**src/rtl/bfo_pkg.sv**
```systemverilog
package bfo_pkg;

  // Bits needed for an up-to-and-including count of n
  function automatic int unsigned count_bits(input int unsigned n);
    return (n < 1) ? 1 : $clog2(n + 1);
  endfunction

  // Bits needed to address n entries
  function automatic int unsigned addr_bits(input int unsigned n);
    return (n < 2) ? 1 : $clog2(n);
  endfunction

  // Sliding-window step: add entering bit, remove leaving bit
  function automatic int unsigned window_step(input int unsigned cur,
                                              input logic enter,
                                              input logic leave);
    return cur + {31'd0, enter} - {31'd0, leave};
  endfunction

  // Circular slot advance
  function automatic int unsigned slot_advance(input int unsigned cur,
                                               input int unsigned depth);
    return (cur + 1 >= depth) ? 0 : cur + 1;
  endfunction

endpackage

```
**src/rtl/bfo_raster_track.sv**
```systemverilog
module bfo_raster_track #(
  parameter int unsigned NUM_PIX = 16,
  parameter int unsigned OSR     = 8,
  localparam int unsigned IW = bfo_pkg::count_bits(NUM_PIX),
  localparam int unsigned SW = bfo_pkg::addr_bits(OSR),
  localparam int unsigned FW = bfo_pkg::count_bits(OSR)
) (
  input  logic          clk,
  input  logic          rst_n,
  input  logic          pix_valid,
  input  logic          pix_sof,
  output logic          accept,
  output logic [IW-1:0] cur_idx,
  output logic [SW-1:0] cur_slot,
  output logic          cur_full
);
  localparam logic [IW-1:0] PIX_END = IW'(NUM_PIX);
  localparam logic [FW-1:0] FLD_MAX = FW'(OSR);

  logic          active_q;
  logic [IW-1:0] pidx_q;
  logic [SW-1:0] slot_q;
  logic [FW-1:0] nfld_q;

  logic          field_start;
  logic          active_now;
  logic [FW-1:0] nfld_c;

  assign field_start = pix_valid && pix_sof;
  assign active_now  = active_q || field_start;

  always_comb begin
    cur_idx  = field_start ? '0 : pidx_q;
    cur_slot = slot_q;
    nfld_c   = nfld_q;
    if (field_start) begin
      cur_slot = (nfld_q == '0) ? '0
               : SW'(bfo_pkg::slot_advance(32'(slot_q), OSR));
      nfld_c   = (nfld_q == FLD_MAX) ? FLD_MAX : nfld_q + 1'b1;
    end
  end

  assign accept   = pix_valid && active_now && (cur_idx < PIX_END);
  assign cur_full = (nfld_c == FLD_MAX);

  always_ff @(posedge clk) begin
    if (!rst_n) begin
      active_q <= 1'b0;
      pidx_q   <= '0;
      slot_q   <= '0;
      nfld_q   <= '0;
    end else begin
      if (field_start) begin
        active_q <= 1'b1;
        slot_q   <= cur_slot;
        nfld_q   <= nfld_c;
      end
      if (pix_valid && active_now)
        pidx_q <= (cur_idx == PIX_END) ? PIX_END : cur_idx + 1'b1;
    end
  end


  pix_index_range_chk: assert property (@(posedge clk) disable iff (!rst_n)
    pidx_q <= PIX_END);


  slot_range_chk: assert property (@(posedge clk) disable iff (!rst_n)
    32'(slot_q) < OSR);


  full_sticky_chk: assert property (@(posedge clk) disable iff (!rst_n)
    (nfld_q == FLD_MAX) |=> (nfld_q == FLD_MAX));


  accept_needs_field_chk: assert property (@(posedge clk) disable iff (!rst_n)
    (pix_valid && !pix_sof && !active_q) |-> !accept);

endmodule

```
**src/rtl/bfo_history.sv**
```systemverilog
module bfo_history #(
  parameter int unsigned NUM_PIX = 16,
  parameter int unsigned OSR     = 8,
  localparam int unsigned IW = bfo_pkg::count_bits(NUM_PIX),
  localparam int unsigned SW = bfo_pkg::addr_bits(OSR)
) (
  input  logic          clk,
  input  logic          rst_n,
  input  logic          wr_en,
  input  logic [IW-1:0] idx,
  input  logic [SW-1:0] slot,
  input  logic          new_bit,
  output logic          leave_bit
);
  logic [OSR-1:0] rows [NUM_PIX];

  for (genvar p = 0; p < NUM_PIX; p++) begin : g_row
    logic [OSR-1:0] row_q;
    logic           hit;
    assign hit = wr_en && (idx == IW'(p));
    always_ff @(posedge clk) begin
      if (!rst_n)   row_q       <= '0;
      else if (hit) row_q[slot] <= new_bit;
    end
    assign rows[p] = row_q;
  end

  always_comb begin
    leave_bit = 1'b0;
    for (int p = 0; p < NUM_PIX; p++)
      if (idx == IW'(p)) leave_bit = rows[p][slot];
  end

endmodule

```
**src/rtl/bfo_counts.sv**
```systemverilog
module bfo_counts #(
  parameter int unsigned NUM_PIX = 16,
  parameter int unsigned OSR     = 8,
  localparam int unsigned IW = bfo_pkg::count_bits(NUM_PIX),
  localparam int unsigned CW = bfo_pkg::count_bits(OSR)
) (
  input  logic          clk,
  input  logic          rst_n,
  input  logic          wr_en,
  input  logic [IW-1:0] idx,
  input  logic          enter_bit,
  input  logic          leave_bit,
  output logic [CW-1:0] old_count,
  output logic [CW-1:0] new_count
);
  logic [CW-1:0] cnts [NUM_PIX];

  for (genvar p = 0; p < NUM_PIX; p++) begin : g_cnt
    logic [CW-1:0] cnt_q;
    always_ff @(posedge clk) begin
      if (!rst_n)                            cnt_q <= '0;
      else if (wr_en && (idx == IW'(p)))     cnt_q <= new_count;
    end
    assign cnts[p] = cnt_q;
  end

  always_comb begin
    old_count = '0;
    for (int p = 0; p < NUM_PIX; p++)
      if (idx == IW'(p)) old_count = cnts[p];
  end

  assign new_count = CW'(bfo_pkg::window_step(32'(old_count), enter_bit, leave_bit));


  no_wrap_down_chk: assert property (@(posedge clk) disable iff (!rst_n)
    (wr_en && leave_bit) |-> (old_count != '0));


  no_wrap_up_chk: assert property (@(posedge clk) disable iff (!rst_n)
    (wr_en && enter_bit && !leave_bit) |-> (32'(old_count) < OSR));

endmodule

```
**src/rtl/binfield_oversampler.sv**
```systemverilog
module binfield_oversampler #(
  parameter int unsigned NUM_PIX = 16,
  parameter int unsigned OSR     = 8,
  localparam int unsigned CW = bfo_pkg::count_bits(OSR),
  localparam int unsigned IW = bfo_pkg::count_bits(NUM_PIX),
  localparam int unsigned SW = bfo_pkg::addr_bits(OSR)
) (
  input  logic          clk,
  input  logic          rst_n,
  input  logic          pix_valid,
  input  logic          pix_sof,
  input  logic          pix_bit,
  output logic          out_valid,
  output logic          out_sof,
  output logic [CW-1:0] out_count,
  output logic          out_full
);
  logic          accept;
  logic [IW-1:0] cur_idx;
  logic [SW-1:0] cur_slot;
  logic          cur_full;
  logic          leave_bit;
  logic [CW-1:0] old_count;
  logic [CW-1:0] new_count;

  bfo_raster_track #(.NUM_PIX(NUM_PIX), .OSR(OSR)) u_track (
    .clk(clk), .rst_n(rst_n), .pix_valid(pix_valid), .pix_sof(pix_sof),
    .accept(accept), .cur_idx(cur_idx), .cur_slot(cur_slot), .cur_full(cur_full)
  );

  bfo_history #(.NUM_PIX(NUM_PIX), .OSR(OSR)) u_hist (
    .clk(clk), .rst_n(rst_n), .wr_en(accept), .idx(cur_idx), .slot(cur_slot),
    .new_bit(pix_bit), .leave_bit(leave_bit)
  );

  bfo_counts #(.NUM_PIX(NUM_PIX), .OSR(OSR)) u_cnt (
    .clk(clk), .rst_n(rst_n), .wr_en(accept), .idx(cur_idx),
    .enter_bit(pix_bit), .leave_bit(leave_bit),
    .old_count(old_count), .new_count(new_count)
  );

  always_ff @(posedge clk) begin
    if (!rst_n) begin
      out_valid <= 1'b0;
      out_sof   <= 1'b0;
      out_count <= '0;
      out_full  <= 1'b0;
    end else begin
      out_valid <= accept;
      out_sof   <= accept && pix_sof;
      if (accept) begin
        out_count <= new_count;
        out_full  <= cur_full;
      end
    end
  end


  out_from_pixel_chk: assert property (@(posedge clk) disable iff (!rst_n)
    out_valid |-> $past(pix_valid));


  idle_no_out_chk: assert property (@(posedge clk) disable iff (!rst_n)
    !pix_valid |=> !out_valid);


  sof_in_beat_chk: assert property (@(posedge clk) disable iff (!rst_n)
    out_sof |-> out_valid);


  count_bound_chk: assert property (@(posedge clk) disable iff (!rst_n)
    32'(out_count) <= OSR);


  ramp_bound_chk: assert property (@(posedge clk) disable iff (!rst_n)
    (accept && !cur_full) |-> (32'(new_count) <= 32'(cur_slot) + 1));


  leave_zero_ramp_chk: assert property (@(posedge clk) disable iff (!rst_n)
    (accept && !cur_full) |-> !leave_bit);

endmodule

```
**config.mk**
```make
export PLATFORM = sky130hd
export DESIGN_NAME = binfield_oversampler
export DESIGN_NICKNAME = d
export VERILOG_FILES = /design/src/rtl/bfo_pkg.sv /design/src/rtl/bfo_raster_track.sv /design/src/rtl/bfo_history.sv /design/src/rtl/bfo_counts.sv /design/src/rtl/binfield_oversampler.sv
export SDC_FILE = /design/constraint.sdc
export NUM_CORES = 1
export LEC_CHECK = 0
export ABC_AREA = 1
export CAP_MARGIN = 0
export CELL_PAD_IN_SITES_DETAIL_PLACEMENT = 1
export CELL_PAD_IN_SITES_GLOBAL_PLACEMENT = 1
export CORE_ASPECT_RATIO = 1.5
export CORE_MARGIN = 4
export CORE_UTILIZATION = 46
export DETAILED_ROUTE_END_ITERATION = 10
export PLACE_DENSITY = 0.83
export SYNTH_ARGS = -nofsm -noshare
export SYNTH_HDL_FRONTEND = slang
export SYNTH_SLANG_ARGS = --single-unit
```
**constraint.sdc**
```tcl
create_clock -name clk -period 5.5 [get_ports clk]
set_clock_uncertainty 0.05 [all_clocks]
set_input_delay 0.55 -clock clk [delete_from_list [all_inputs] [get_ports clk]]
set_output_delay 0.55 -clock clk [all_outputs]
set_load 0.005 [all_outputs]
```
==> results.ini <==
[run_status]
outcome=completed

[finish]
fin_area_um2=11600
fin_util_pct=52.0
drive_above_1_share_pct=10.6
finalNetCount=1492
antenna_cells=0
instances_no_fill=1764
syn2layout_area_growth_pct=11.9
n_fill_cell=2900

[routing]
drcViolationCount=0
drt_first_pass_iters=5
routed_wl_um=34400
drt_iter0_drc=668
viasPerCell=5.78
wl_per_cell_um=19.5
ant_nets=0
num_vias=10200

[cts]
cts_sinks=212
cts_htree_levels=1
clk_latency_ns=0.51
cts_hold_buf=0
cts_buffers=23
clk_path_buf_depth=3
cts_tree=yes
path_clk_slew_ns=0.06
cts_root_buffer=clkbuf_16
cts_setup_buffers=0

[synthesis]
ys_seq_area_share_pct=41.0
synthTopCellsByArea=dfxtp_1 41%, a21oi_1 10%, nand2_1 10%, o21ai_0 9.2%, inv_1 6.3%
ys_types=50
ys_warn_count=0
synthArstFlopShare_pct=0
synth_nets=1482
syn_area_per_cell_um2=7.08
synth-edff-count=0
synth_area_um2=10400
syn_inst=1464
synth_area_leader_cell=dfxtp_1
synthTopCellsByCount=280 x nand2_1, 213 x a21oi_1, 212 x dfxtp_1
synthFlopType=dfxtp_1
synth.most_common_cell=nand2_1
ys_ff_latch=212
synth_top_area_share_pct=41.0

[run]
cap_violations=0

[worst_setup_path]
arrival_ns=5.38
crit_path_top_delay_cell=clkdlybuf4s50_1
cpMostUsedCell=nand2_1
r2r_setup_slack_ns=0.76
crit_fanout=14
cp.required_ns=5.90
end_kind=flop
cp-start-kind=primary input
crit_type=in -> reg
cp_slowest_stage_delay_ns=0.53

[floorplan]
die_height_um=192
io_pins=12
die_area_um2=25000
start_util_pct=46.5
die_w_um=131
core-area_um2=22300
core.rowCount=67

[global_routing]
groute.usage.overall_pct=27.5
grt_max_degree=109
grtUsageMet1_pct=30.4
grt-busiest-layer=met2
grt_pass1_vias=10600
gr-usage-met3_pct=3.37
antenna_found_initial=0
grt_first_pass_wirelength_um=55000
use_met2_pct=50.8
grt_overflow=0

[timing]
fin_ws_ns=0.522
max_slew_margin_pct=29.2
timing.hold.ws_ns=0.401
fin_tns_setup_ns=0
worstMarginPinSlew_ns=1.06
rsz0062_at_grt=no
drv_slew=0
period_share_pct=90.5
final_hold_viol_count=0
setup_viol=0
period_needed_ns=4.98
clock.fmax_mhz=201

[placement]
dp_cells=1725
dp_hpwl_um=23700
dpl_cell_area_um2=10900
io_buffers=11
pre_cts_slack_ns=-0.0876
gp_congestion=0.878

[power]
finalPower_mw=3.42
power_density_nw_per_um2=295
max-vdd-ir-drop_v=0.000193
p_leak_nw=4.26

[min_path]
hp-class=in -> reg

==> worst max-delay path: cells and delay by family <==
| kind | cells | cell delay, ns |
|---|---|---|
| buf+inv | 7 | 1.23 |
| fa+ha+maj | 4 | 1.01 |
| simple gates | 10 | 1.00 |
| compound gates | 10 | 1.41 |
| xor+xnor | 1 | 0.17 |
==> cells by family (layout without fill, tap and decap cells) <==
kind of cell,count (synthesis),after routing,synth area share [%]
AO/OA/AOI/OAI,477,477,24.9
buffers and inverters,276,300,10.9
adder cells (fa/ha/maj),13,13,1.64
flip-flops,212,212,41.0
XOR/XNOR,6,6,0.507
AND/OR/NAND/NOR,480,480,21.0
==> per-layer routing <==
layer	up-vias	share of wire, %
met5	-	0
li1	4858	-
met2	231	53
met1	5001	38
met4	0	5.2
met3	112	3.7
==> final timing paths <==
kind / startpoint / cells after the start / endpoint
setup / recovery: pix_sof / 32 / u_cnt.g_cnt[2].cnt_q[2]$_SDFFE_PN0P_
hold / removal: pix_bit / 3 / u_hist.g_row[11].row_q[7]$_SDFFE_PN0P_
setup reg to reg: u_track.nfld_q[0]$_SDFFE_PN0P_ / 37 / u_cnt.g_cnt[2].cnt_q[2]$_SDFFE_PN0P_
hold reg to reg: u_hist.g_row[3].row_q[4]$_SDFFE_PN0P_ / 2 / u_hist.g_row[3].row_q[4]$_SDFFE_PN0P_
==> sequential cells by signal, indices dropped and copies added (netlist names), 3 cells and up <==
register            flops
out_count               4
u_track.slot_q          3
u_track.pidx_q          5
u_cnt.g_cnt.cnt_q      64
u_hist.g_row.row_q    128
u_track.nfld_q          4
==> where the power goes <==
part	total (mW)	internal [mW]	switching (mW)
combinational	0.410	0.120	0.290
sequential	1.56	1.55	0.00673
clock	1.46	0.818	0.638
==> layout by cell type, fill, tap and decap left out, types with 10 or more instances in the layout <==
cell type  synthesis  layout
a21oi_1          213     213
buf_4              5      62
clkbuf_16          0      23
dfxtp_1          212     212
ha_1              12      12
inv_1            174     174
inv_2             10      10
nand2_1          280     280
nand3_1           66      66
nand3_2           14      14
nor2_1            83      83
o211ai_1          10      10
o21ai_0          191     191
o22ai_1           30      30
==> final cells by class <==
cell class              count  area (um2)  area share [%]
clock buffers              31         646            5.57
clock inverters             8        42.5           0.367
inverters                 187         707            6.10
multi-input cells         976        4990            43.1
flip-flops and latches    212        4240            36.6
well taps                 276         345            2.98
repair buffers             74         616            5.31
==> timing repair <==
action,CTS,global route
endpoints found under the hold margin,0,0
gates resized for setup,0,1
endpoints found under the setup margin,0,3
(Power assumes the default switching activity.)
